## src/rtl/pwr_guard_pkg.sv

```systemverilog
package pwr_guard_pkg;

  typedef enum logic [1:0] {
    PM_RUN  = 2'd0,
    PM_NAP  = 2'd1,
    PM_STBY = 2'd2
  } pm_state_e;

  function automatic int unsigned max3(input int unsigned a, input int unsigned b,
                                       input int unsigned c);
    int unsigned m;
    m = (a > b) ? a : b;
    return (m > c) ? m : c;
  endfunction

endpackage

```

## src/rtl/pwr_guard_timer.sv

```systemverilog
module pwr_guard_timer #(
  parameter int unsigned TW = 8
) (
  input  logic          clk_i,
  input  logic          rst_ni,
  input  logic          load_i,
  input  logic [TW-1:0] load_val_i,
  output logic          done_o
);

  logic [TW-1:0] cnt_q;

  always_ff @(posedge clk_i or negedge rst_ni) begin
    if (!rst_ni)              cnt_q <= '0;
    else if (load_i)          cnt_q <= load_val_i;
    else if (cnt_q != '0)     cnt_q <= cnt_q - TW'(1);
  end

  assign done_o = (cnt_q == '0);

  p_timer_dec_r4: assert property (@(posedge clk_i) disable iff (!rst_ni)
    (!load_i && cnt_q != '0) |=> (cnt_q == $past(cnt_q) - TW'(1)));

endmodule

```

## src/rtl/pwr_guard_fsm.sv

```systemverilog
module pwr_guard_fsm
  import pwr_guard_pkg::*;
#(
  parameter int unsigned TW             = 8,
  parameter int unsigned NAP_SETTLE_CYC = 6,
  parameter int unsigned STBY_INT_CYC   = 40,
  parameter int unsigned STBY_EXT_CYC   = 15
) (
  input  logic          clk_i,
  input  logic          rst_ni,
  input  logic          nap_req_i,
  input  logic          stby_req_i,
  input  logic          wake_req_i,
  input  logic          int_ref_i,
  input  logic          auto_nap_i,
  input  logic          conv_active_i,
  input  logic          conv_done_i,
  input  logic          pend_i,
  output logic          run_o,
  output logic          leave_o,
  output logic          nap_o,
  output logic          stby_o,
  output logic          nap_err_o,
  output logic          load_o,
  output logic [TW-1:0] load_val_o
);

  pm_state_e st_q, st_d;
  logic      err_q, err_set;

  always_comb begin
    st_d       = st_q;
    load_o     = 1'b0;
    load_val_o = '0;
    err_set    = 1'b0;
    unique case (st_q)
      PM_RUN: begin
        if (conv_active_i) begin
          // end of conversion: duty-cycle nap unless more work waits
          if (conv_done_i && auto_nap_i && !int_ref_i && !pend_i) st_d = PM_NAP;
        end else if (stby_req_i) begin
          st_d = PM_STBY;
        end else if (nap_req_i) begin
          if (int_ref_i) err_set = 1'b1;
          else           st_d    = PM_NAP;
        end
      end
      PM_NAP: begin
        if (stby_req_i) begin
          st_d = PM_STBY;
        end else if (wake_req_i || (auto_nap_i && pend_i)) begin
          st_d       = PM_RUN;
          load_o     = 1'b1;
          load_val_o = TW'(NAP_SETTLE_CYC);
        end
      end
      PM_STBY: begin
        if (wake_req_i) begin
          st_d       = PM_RUN;
          load_o     = 1'b1;
          load_val_o = int_ref_i ? TW'(STBY_INT_CYC) : TW'(STBY_EXT_CYC);
        end
      end
      default: st_d = PM_RUN;
    endcase
  end

  always_ff @(posedge clk_i or negedge rst_ni) begin
    if (!rst_ni) begin
      st_q  <= PM_RUN;
      err_q <= 1'b0;
    end else begin
      st_q  <= st_d;
      if (err_set) err_q <= 1'b1;
    end
  end

  assign run_o     = (st_q == PM_RUN);
  assign leave_o   = (st_q == PM_RUN) && (st_d != PM_RUN);
  assign nap_o     = (st_q == PM_NAP);
  assign stby_o    = (st_q == PM_STBY);
  assign nap_err_o = err_q;

  p_sleep_excl_r2: assert property (@(posedge clk_i) disable iff (!rst_ni)
    !(nap_o && stby_o));

  p_nap_int_ref_r3: assert property (@(posedge clk_i) disable iff (!rst_ni)
    $rose(nap_o) |-> !$past(int_ref_i));

  p_err_sticky_r3: assert property (@(posedge clk_i) disable iff (!rst_ni)
    nap_err_o |=> nap_err_o);

endmodule

```

## src/rtl/pwr_guard_gate.sv

```systemverilog
module pwr_guard_gate (
  input  logic clk_i,
  input  logic rst_ni,
  input  logic sample_req_i,
  input  logic busy_n_i,
  input  logic run_i,
  input  logic guard_done_i,
  input  logic leave_i,
  output logic convst_o,
  output logic conv_active_o,
  output logic conv_done_o,
  output logic pend_o
);

  logic pend_q, conv_q, busy_q, start_q, issue;

  assign conv_done_o = conv_q && busy_n_i && !busy_q;
  assign issue       = pend_q && run_i && guard_done_i && !conv_q && !leave_i;
  assign pend_o      = pend_q || sample_req_i;

  always_ff @(posedge clk_i or negedge rst_ni) begin
    if (!rst_ni) begin
      pend_q  <= 1'b0;
      conv_q  <= 1'b0;
      busy_q  <= 1'b1;
      start_q <= 1'b0;
    end else begin
      busy_q  <= busy_n_i;
      start_q <= issue;
      pend_q  <= (pend_q && !issue) || sample_req_i;
      if (issue)            conv_q <= 1'b1;
      else if (conv_done_o) conv_q <= 1'b0;
    end
  end

  assign convst_o      = start_q;
  assign conv_active_o = conv_q;

  p_convst_pulse_r7: assert property (@(posedge clk_i) disable iff (!rst_ni)
    convst_o |=> !convst_o);

  p_convst_marks_conv_r7: assert property (@(posedge clk_i) disable iff (!rst_ni)
    convst_o |-> conv_active_o);

endmodule

```

## src/rtl/pwr_guard_seq.sv

```systemverilog
module pwr_guard_seq
  import pwr_guard_pkg::*;
#(
  parameter int unsigned CLK_HZ         = 100_000_000,
  parameter int unsigned NAP_SETTLE_CYC = (CLK_HZ / 1_000_000) * 3 / 10,
  parameter int unsigned STBY_INT_CYC   = CLK_HZ / 2,
  parameter int unsigned STBY_EXT_CYC   = CLK_HZ / 12_500
) (
  input  logic clk_i,
  input  logic rst_ni,
  input  logic nap_req_i,
  input  logic stby_req_i,
  input  logic wake_req_i,
  input  logic sample_req_i,
  input  logic int_ref_i,
  input  logic auto_nap_i,
  input  logic busy_n_i,
  output logic nap_o,
  output logic stby_o,
  output logic convst_o,
  output logic nap_err_o,
  output logic ready_o
);

  localparam int unsigned MAX_CYC = max3(NAP_SETTLE_CYC, STBY_INT_CYC, STBY_EXT_CYC);
  localparam int unsigned TW      = $clog2(MAX_CYC + 1);

  logic          run, leave, load, guard_done;
  logic          conv_active, conv_done, pend;
  logic [TW-1:0] load_val;

  pwr_guard_fsm #(
    .TW             (TW),
    .NAP_SETTLE_CYC (NAP_SETTLE_CYC),
    .STBY_INT_CYC   (STBY_INT_CYC),
    .STBY_EXT_CYC   (STBY_EXT_CYC)
  ) u_fsm (
    .clk_i         (clk_i),
    .rst_ni        (rst_ni),
    .nap_req_i     (nap_req_i),
    .stby_req_i    (stby_req_i),
    .wake_req_i    (wake_req_i),
    .int_ref_i     (int_ref_i),
    .auto_nap_i    (auto_nap_i),
    .conv_active_i (conv_active),
    .conv_done_i   (conv_done),
    .pend_i        (pend),
    .run_o         (run),
    .leave_o       (leave),
    .nap_o         (nap_o),
    .stby_o        (stby_o),
    .nap_err_o     (nap_err_o),
    .load_o        (load),
    .load_val_o    (load_val)
  );

  pwr_guard_timer #(.TW(TW)) u_timer (
    .clk_i      (clk_i),
    .rst_ni     (rst_ni),
    .load_i     (load),
    .load_val_i (load_val),
    .done_o     (guard_done)
  );

  pwr_guard_gate u_gate (
    .clk_i         (clk_i),
    .rst_ni        (rst_ni),
    .sample_req_i  (sample_req_i),
    .busy_n_i      (busy_n_i),
    .run_i         (run),
    .guard_done_i  (guard_done),
    .leave_i       (leave),
    .convst_o      (convst_o),
    .conv_active_o (conv_active),
    .conv_done_o   (conv_done),
    .pend_o        (pend)
  );

  assign ready_o = run && guard_done && !conv_active;

  // independent settle-window tracker for the guard property
  logic [TW:0]   since_q;
  logic [TW-1:0] need_q;

  always_ff @(posedge clk_i or negedge rst_ni) begin
    if (!rst_ni) begin
      since_q <= '0;
      need_q  <= '0;
    end else if (nap_o || stby_o) begin
      since_q <= '0;
      need_q  <= stby_o ? (int_ref_i ? TW'(STBY_INT_CYC) : TW'(STBY_EXT_CYC))
                        : TW'(NAP_SETTLE_CYC);
    end else if (since_q != '1) begin
      since_q <= since_q + (TW+1)'(1);
    end
  end

  p_settle_r4: assert property (@(posedge clk_i) disable iff (!rst_ni)
    convst_o |-> (since_q > {1'b0, need_q}));

  p_convst_awake_r7: assert property (@(posedge clk_i) disable iff (!rst_ni)
    convst_o |-> (!nap_o && !stby_o));

endmodule

```

## config.mk

```make
export PLATFORM = sky130hd
export DESIGN_NAME = pwr_guard_seq
export DESIGN_NICKNAME = d
export VERILOG_FILES = /design/src/rtl/pwr_guard_pkg.sv /design/src/rtl/pwr_guard_timer.sv /design/src/rtl/pwr_guard_fsm.sv /design/src/rtl/pwr_guard_gate.sv /design/src/rtl/pwr_guard_seq.sv
export SDC_FILE = /design/constraint.sdc
export NUM_CORES = 1
export LEC_CHECK = 0
export CELL_PAD_IN_SITES_DETAIL_PLACEMENT = 2
export CELL_PAD_IN_SITES_GLOBAL_PLACEMENT = 2
export CORE_AREA = 2 2 62 93
export CTS_CLUSTER_DIAMETER = 150
export DETAILED_ROUTE_END_ITERATION = 10
export DIE_AREA = 0 0 64 95
export DONT_BUFFER_PORTS = 1
export PLACE_DENSITY_LB_ADDON = 0.25
export SLEW_MARGIN = 25
export SYNTH_ARGS = -nofsm -noshare
export SYNTH_HDL_FRONTEND = slang
export SYNTH_SLANG_ARGS = --single-unit
```

## constraint.sdc

```tcl
create_clock -name clk_i -period 2.5 [get_ports clk_i]
set_clock_uncertainty 0.05 [all_clocks]
set_input_delay 0.375 -clock clk_i [delete_from_list [all_inputs] [get_ports clk_i]]
set_output_delay 0.375 -clock clk_i [all_outputs]
set_load 0.01 [all_outputs]
```

## After elaboration in Yosys (flattened, before gate mapping)

Index checks and enable logic that the tools add are counted.

| word-level totals | value |
|---|---|
| input bits | 9 |
| output and inout bits | 5 |
| register bits after elaboration | 33 |
| word-level logic and storage cells | 66 |

| operators by class | value |
|---|---|
| add/subtract/negate cells | 1 |
| equal/unequal tests | 2 |
| multiplexer cells | 27 |
| reduce and logical (&&, ||, !) cells | 29 |

Operators by type and width:

| operator | number |
|---|---|
| $mux W26 | 5 |
| $pmux W26 S2 | 1 |
| $logic_not A26 Y1 | 1 |
| $reduce_bool A26 Y1 | 1 |
| $sub A26 B1 Y26 const B | 1 |
| $mux W2 | 8 |
| $logic_and A1 B1 Y1 | 14 |
| $mux W1 | 10 |
| $logic_not A1 Y1 | 6 |
| $pmux W2 S3 | 1 |
| $reduce_bool A2 Y1 | 3 |
| $mux W5 | 1 |
| $logic_or A1 B1 Y1 | 3 |
| $eq A2 B1 Y1 const B | 1 |
| $eq A2 B2 Y1 const B | 1 |
| $logic_not A2 Y1 | 1 |
| $pmux W1 S2 | 1 |

## Longest topological paths before layout

Gate-level depths: netlist (run 1).

| depth | value |
|---|---|
| word-level depth | 15 |
| depth in mapped cells | 8 |
| gate-level depth less buffers | 7 |

## Modules after synthesis

A second synthesis (run 1) with hierarchy kept.

| unflattened totals | value |
|---|---|
| cells, all modules | 248 |
| area total of the unflattened synthesis | 2213.4 µm² |

By module, submodules not included:

| module | times used | area each (µm²) | sequential area each (µm²) | cells an instance |
|---|---|---|---|---|
| pwr_guard_timer | 1 | 1535.2 | 650.6 | 171 |
| pwr_guard_fsm | 1 | 500.5 | 75.1 | 64 |
| pwr_guard_gate | 1 | 168.9 | 101.3 | 12 |
| pwr_guard_seq | 1 | 8.8 | 0.0 | 1 |

## Least setup slack after synthesis (run 1)

OpenSTA, ideal clock, no wires.

| path | value |
|---|---|
| kind | register to output |
| from | register u_timer.cnt_q[0] |
| to | output port ready_o |
| path buffers | 1 |
| stages on the path, launching flop included | 7 |
| arrival time | 1.800 ns |
| data required time | 2.075 ns |
| slack | 0.275 ns |
| cell sequence | dfrtp_1 -> inv_1 -> ha_1 -> or4b_4 -> nor4_4 -> buf_4 -> and4_1 |

| on the way | value |
|---|---|
| word-level cells in the longest chain between the ends | 3 |

RTL lines:

| element | RTL line | text |
|---|---|---|
| from (decl) | pwr_guard_timer.sv:11 | `logic [TW-1:0] cnt_q;` |
| from (signal assigned) | pwr_guard_timer.sv:15 | `else if (load_i) cnt_q <= load_val_i;` |
| from (signal assigned) | pwr_guard_timer.sv:16 | `else if (cnt_q != '0) cnt_q <= cnt_q - TW'(1);` |
| $logic_not A26 Y1 | pwr_guard_timer.sv:19 | `assign done_o = (cnt_q == '0);` |
| $logic_and A1 B1 Y1 (2 in a row) | pwr_guard_seq.sv:79 | `assign ready_o = run && guard_done && !conv_active;` |
| to (decl) | pwr_guard_seq.sv:22 | `output logic ready_o` |

Every way passes these cells.

## Worst setup path after layout (run 1)

Ends and elaborated chain as after synthesis.

==> run metrics, run 1 <==
Die Width=64 um; endpoints failing setup=1; GR Util met3=0.0274; share of flip-flops with an asynchronous set or reset=1.00; Synth Instances=216; VDD IR max=between 0.3 and 0.4 mV; CP max-delay cell=or4b_4; sequential share of the synthesized area=0.407; M1 GR Usage=0.283; final worst slack=-0.0516 ns; Core Area=0.00533 sq mm; Synthesized Nets=230; Max H-tree Level=2; initial core utilization=0.382; Final Max Slew Viols=0; drt pass-1 iters=6; vias per std cell=6.12; gr usage total=0.252; Worst path max stage delay=0.49 ns; overall power consumption=between 2 and 3 mW; CP arrival=roughly 2.1 ns; hpwl dp=4640 um; outcome=complete, but fails checks; I/O pin count=14; R2R Setup Slk=0.01 ns; Synth cell types=56; largest area contributor in the synthesized netlist=dfrtp_1; via count of the first global-routing pass=2130; first-pass GRT wire length=11500 um; Slew headroom=0.617; worst-path maximum fanout=2; routed via count=around 1900; Pwr Density=1160 mW/mm^2; Die Height=around 95 um; sw frac=0.456; Placed Area=between 0.002 and 0.0025 sq mm; Yosys reg bits=33; fin area=between 0.002 and 0.0025 sq mm; Max Buffers Root-to-Sink=2; TritonCTS clock tree=built; sw power=about 1.3 mW; Final ANT Viol Nets=0; Leak=about 1.0 nW; layout cell share with drive strength beyond 1=0.197; combinational power share=0.483; EDFF count, synth=0; MaxCap Viol Count=0; worst-path cell chain=inv_2, ha_4, or4b_4, nor4_4, buf_6, and4_4; P_int=1.50 mW; Num CTS Buffers=5; crit path launch type=flop; global routing usage on met2=0.464; initial antenna violation count=0; largest net degree at the start of global routing=34; GRT busiest layer=met2; Yosys warning count=0; final wirelength=between 7000 and 8000 um; Worst-Skew Late Latency=around 0.3 ns; routed len/inst=23.6 um; drt drc=0; Clk network pwr share=0.155; Root Driver=clkbuf_8; Setup CP Type=flop to output pin; Worst Tran Pin Value=approximately 0.57 ns; Syn Std Cell Area=~0.002 sq mm; top-area cell type share of the netlist area=0.394; Fin. Hold Viols=0; area delta synth->final=17.7%; die area=just over 0.006 sq mm; failing checks=setup timing; ant diodes=0; Primary FF master, synth=dfrtp_1; hold slack=approximately 0.023 ns; Avg Cell Area, Syn=roughly 9.4 sq um; CTS clk-pin slew, worst paths=0.08 ns; Worst Setup End Kind=output pin; total congestion overflow=0; RSZ-0062 raised after global routing=true; maximum clock rate=about 0.39 GHz; GPL Wtd Cong=0.850; WP data required=roughly 2.1 ns; Final nets=around 250; initial DRC count=between 100 and 150; Synth area leaders=dfrtp_1 (39%), nor2_1 (4.2%), a21oi_1 (3.9%); HP Class=input port to flop; CTS Sinks=33; # rows=33; sequential share of power=0.362; Tcrit/Tclk final=1.02; number of I/O port buffers=0; Tmin final=2.55 ns
## layer usage
metal | share of wire | routed length, um | up-vias
met5 | 0 | 0 | -
li1 | - | - | 838
met1 | 0.37 | 2710 | 984
met2 | 0.57 | 4160 | 47
met4 | 0.027 | 193 | 0
met3 | 0.028 | 200 | 16
## worst max-delay path: cells and delay by family, from the launching register on
family,cells,cell delay (ns)
adders and majority gates,1,0.14
DFF,1,0.41
buffers and inverters,2,0.27
and+or+nand+nor,3,1.01
## repair_timing
item / 4_1_cts / 5_1_grt
setup endpoints to repair: 9 / 11
pin swaps: 0 / 2
gates cloned: 0 / 0
hold buffers: 2 / 0
endpoints found under the hold margin: 33 / 0
gates resized for setup: 7 / 5
buffers inserted: 3 / 6
## final timing paths
check | depth (start not counted) | startpoint | endpoint
setup / recovery | 6 | u_timer.cnt_q[0] | ready_o
hold / removal | 0 | busy_n_i | u_gate.busy_q
setup reg to reg | 9 | u_timer.cnt_q[0] | u_timer.cnt_q[16]
hold reg to reg | 2 | u_fsm.nap_err_o | u_fsm.nap_err_o
max in group asynchronous | 2 | rst_ni | u_gate.busy_q
min in group asynchronous | 2 | rst_ni | u_timer.cnt_q[24]
## power groups by stage
| stage | sequential, mW | combinational, mW | clock, mW |
|---|---|---|---|
| after floorplan | 0.925 | 0.830 | 0 |
| after global placement | 0.967 | 1.07 | 0 |
| after detailed placement | 0.996 | 1.16 | 0 |
| after CTS | 0.984 | 1.26 | 0.438 |
| after global routing | 1.03 | 1.45 | 0.458 |
| final | 1.00 | 1.33 | 0.429 |
## cell usage after synthesis (all sizes together), types with 2 or more instances
cell    count
a31oi       3
ha          5
a211oi      2
or2         3
nand2       9
nor4b       2
a311oi      3
nor2b       5
o211ai      3
xnor2       5
buf         2
o31ai       2
o311ai      2
dfrtp      32
nor2       24
nand3b      3
nand3       5
inv         9
nor4        8
a21oi      16
nand2b      2
and3b       2
clkbuf      4
o21a        4
xor2        8
or4         5
or3         4
mux2i       2
o21ai       9
and2        4
nor3b       3
nand4       6
nor3        8
## layout make-up
type	instances	area, sq um
fill	575	2930
inverter	9	33.8
timing repair buffer	20	176
sequential	33	827
tap	70	87.6
multi-input combinational	168	1180
clock buffer	8	90.1
## cells by family after synthesis
family	count (synthesis)	synth area share
simple gates	98	0.304
compound gates	49	0.156
flops	33	0.407
buf+inv	15	0.0295
xor+xnor	13	0.0560
fa+ha+maj	5	0.0308
mux	3	0.0172
## sequential cells by signal, indices dropped and copies added (netlist names)
register              cells
u_fsm.nap_err_o           1
u_fsm.st_q                2
u_gate.busy_q             1
u_gate.conv_active_o      1
u_gate.convst_o           1
u_gate.pend_q             1
u_timer.cnt_q            26
## cell usage in the layout (no fill, tap or decap), types with 3 or more instances in the layout
master,count
nand3_1,4
inv_1,7
a311oi_1,3
o21a_1,4
xnor2_1,5
o21ai_0,8
and2_1,3
buf_4,16
nand3b_1,3
o211ai_1,3
nor3_1,7
nor2b_1,5
a21oi_1,15
nand4_1,6
dfrtp_1,32
nor4_1,6
a31oi_1,3
xor2_1,8
nor3b_1,3
nor2_1,22
clkbuf_8,6
nand2_1,9
ha_1,4
or4_1,4
or3_1,4
## metrics by stage
step,util,instances,setup slack [ns],setup TNS [ns]
finish,0.449,308,-0.0516,-0.0516
CTS,0.438,302,-0.0238,-0.0238
detailed placement,0.406,289,-0.0731,-0.187
global placement,0.406,289,0.0881,0
global route,0.449,308,-0.119,-0.482
floorplan,-,216,0.275,0
(Power assumes the default switching activity.)
==> inputs of run 2 (changes only) <==
- ABC_AREA: default -> 1
- CELL_PAD_IN_SITES_DETAIL_PLACEMENT: 2 -> 0
- CELL_PAD_IN_SITES_GLOBAL_PLACEMENT: 2 -> 1
- CORE_AREA: 2 2 62 93 -> 2 2 59 89
- DIE_AREA: 0 0 64 95 -> 0 0 61 91
==> run 2 against run 1 <==
Compared with the run above: the flow now finishes without violations; count of clock-buffer cells in the layout fell by 3; combinational power is 9% lower; sequential cell count did not move; cell area down 3.2%; critical path type unchanged; power fell by 7.0%; sequential power down 5%; register-to-register slack gained 0.28 ns; maximum frequency is 13% higher; wire length decreased by 30%; hold slack improved by 0.0023 ns; utilization rose by 3.6 points.
==> run metrics, run 2 <==
outcome=complete, no violations; HP Class=input port to flop; area delta synth->final=9.27%; Synth cell types=29 (-48%); Leak=1.16 nW (+16%); Root Driver=clkbuf_8; number of I/O port buffers=0 (unchanged); layout cell share with drive strength beyond 1=0.128 (-0.0691); Synthesized Nets=301 (+31%); fin cells=362 (+18%); initial DRC count=44 (-63%); sequential share of the synthesized area=0.390 (-0.0166); top-area cell type share of the netlist area=0.378 (-0.0160); Synth area leaders=dfrtp_1 (38%), nand2_1 (12%), inv_1 (6.9%); ant diodes=0 (unchanged); total congestion overflow=0 (unchanged); Worst Hold End=u_gate.busy_q; RR Startpoint=u_fsm.st_q[0]; I/O pin count=14 (unchanged); Primary FF master, synth=dfrtp_1; RSZ-0062 raised after global routing=false; Tmin final=2.26 ns (-0.294 ns); Yosys warning count=0 (unchanged); initial antenna violation count=0 (unchanged); R2R Setup Slk=0.29 ns (+0.28 ns); # fillers=504 (-12%); Worst Tran Pin Value=0.535 ns (-0.0367 ns); HP Start=busy_n_i; EDFF count, synth=0 (unchanged); endpoints failing setup=0 (-1); Die Width=61 um (-4.7%); CTS Sinks=33 (unchanged); Worst Setup End Kind=output pin; most frequent cell after synthesis=nand2_1; Top Registers=u_timer.cnt_q: 26 flops, u_fsm.st_q: 2 flops; WP data required=2.08 ns (about the same); Yosys reg bits=33 (unchanged); first-pass GRT wire length=8690 um (-25%); Largest Register=u_timer.cnt_q; gr usage total=0.212 (-0.0406); die area=0.00555 sq mm (-8.7%); hpwl dp=3850 um (-17%); most frequent cells in the layout=nand2_1 (66), inv_1 (39), nor2_1 (36); Synth Instances=287 (+33%); drt drc=0 (unchanged); sum of negative setup slack=0 ns (+0.0516 ns); VDD IR max=0.576 mV (+68%); Resize count post-CTS=0 (-7); hold slack=0.0254 ns (+0.00234 ns); list of most frequent post-synthesis cells=nand2_1 (66), inv_1 (39), nor2_1 (36), dfrtp_1 (32), a21oi_1 (23); Avg Cell Area, Syn=7.39 sq um (-22%); fin util=0.485 (+0.0363); CP arrival=1.83 ns (-0.30 ns); Max H-tree Level=2 (unchanged); CTS clk-pin slew, worst paths=0.07 ns (about the same); max FFs per register=26 (unchanged); MaxCap Viol Count=0 (unchanged); routed len/inst=13.9 um (-41%); multi-input logic area=0.00111 sq mm (-5.8%); TritonCTS clock tree=built; GPL Wtd Cong=0.783 (-7.9%); share of flip-flops with an asynchronous set or reset=1.00 (unchanged); reg2reg end=u_timer.cnt_q[19]; Worst-Skew Late Latency=0.29 ns (about the same); routed via count=1811 (-3.9%); worst-path maximum fanout=5 (+3); Final nets=309 (+23%); largest area contributor in the synthesized netlist=dfrtp_1; Max Buffers Root-to-Sink=2 (unchanged); Slew headroom=0.643 (+0.0258); final wirelength=5050 um (-30%); Syn Std Cell Area=0.00212 sq mm (+4.2%); # rows=31 (-6.1%); Post-CTS Setup Bufs=0 (-3); Num CTS Buffers=5 (unchanged); maximum clock rate=0.443 GHz (+13%); Final ANT Viol Nets=0 (unchanged); largest net degree at the start of global routing=34 (unchanged); Post-Place Cells=352 (+22%); commonest non-fill, non-tap cell in the layout=nand2_1; vias per std cell=5.00 (-18%); Fin. Hold Viols=0 (unchanged); Setup CP Type=flop to output pin; crit path launch type=flop; Tcrit/Tclk final=0.903 (-0.118); drt pass-1 iters=4 (-2); register area=827 sq um (unchanged); overall power consumption=2.57 mW (-7.0%); Core Area=0.00477 sq mm (-10%); Pwr Density=1110 mW/mm^2 (-4.0%); Final Max Slew Viols=0 (unchanged); worst hold path depth=0 (unchanged); via count of the first global-routing pass=1836 (-14%); R2R cell count=9 (unchanged); initial core utilization=0.444 (+0.0625); Die Height=91 um (-4.2%)
[run 2: cell count changes after synthesis, moves of 5 or more]
cell,change
nand2_1,+57
nor4_1,-5
nand3_1,+10
nor2_1,+13
a21oi_1,+7
inv_1,+30
o21ai_0,+9
nor2_4,+7
nand2_2,+6
nor2b_1,-5
[run 2: logic make-up (layout without fill, tap and decap cells)]
logic type | Yosys count | in the layout | synth area share
AOI/OAI and AO/OA | 43 | 43 | 0.106
DFF | 33 | 33 | 0.390
and+or+nand+nor | 147 | 147 | 0.334
buffers and inverters | 46 | 55 | 0.0868
xor gates and xnor gates | 13 | 13 | 0.0537
adders and majority gates | 5 | 5 | 0.0295
[run 2: worst max-delay path: stages, from the launching register on]
cell	delay, ns
dfrtp_1	0.36
inv_1	0.10
ha_1	0.22
nand2_2	0.10
nor2_4	0.21
nand2_4	0.08
inv_2	0.07
nand4_4	0.09
nor2_4	0.12
nand2_2	0.07
nor2_4	0.13
[run 2: layout make-up]
type                    instances  area share
clock buffers                   5      0.0297
flip-flops and latches         33       0.357
well taps                      66      0.0357
clock inverters                 3     0.00972
repair buffers                  4      0.0194
inverters                      43      0.0697
multi-input cells             208       0.479
[run 2: worst max path at each step]
stage          cells past startpoint           endpoint        startpoint  slack, ns
3_3_place_gp                       9  u_timer.cnt_q[23]     u_fsm.st_q[0]       0.29
5_1_grt                            9  u_timer.cnt_q[23]     u_fsm.st_q[0]       0.06
2_1_floorplan                     10            ready_o  u_timer.cnt_q[0]       0.67
3_5_place_dp                       9  u_timer.cnt_q[19]     u_fsm.st_q[0]       0.26
4_1_cts                           10            ready_o  u_timer.cnt_q[0]       0.21
6_report                          10            ready_o  u_timer.cnt_q[0]       0.24
[run 2: what timing repair did]
| action | CTS | global route |
|---|---|---|
| setup endpoints to repair | 0 | 0 |
| hold buffers | 2 | 0 |
| endpoints found under the hold margin | 33 | 0 |
[run 2: per-layer routing]
layer  track usage  part of all wire  up-vias
met5             0                 0        -
met3        0.0385             0.025       14
met4        0.0960             0.035        0
li1              -                 -      921
met1         0.258              0.40      849
met2         0.350              0.54       27
[run 2: power by group]
part	leakage, nW	internal, mW	switching, mW
Sequential	0.406	0.750	0.200
Combinational	0.720	0.447	0.760
Clock	0.0364	0.195	0.219
[run 2: per-stage QoR]
| step | setup WS, ns | cell area, sq um |
|---|---|---|
| floorplan | 0.671 | 2120 |
| global placement | 0.294 | 2190 |
| detailed placement | 0.264 | 2190 |
| CTS | 0.211 | 2320 |
| global route | 0.0551 | 2320 |
| finish | 0.243 | 2320 |
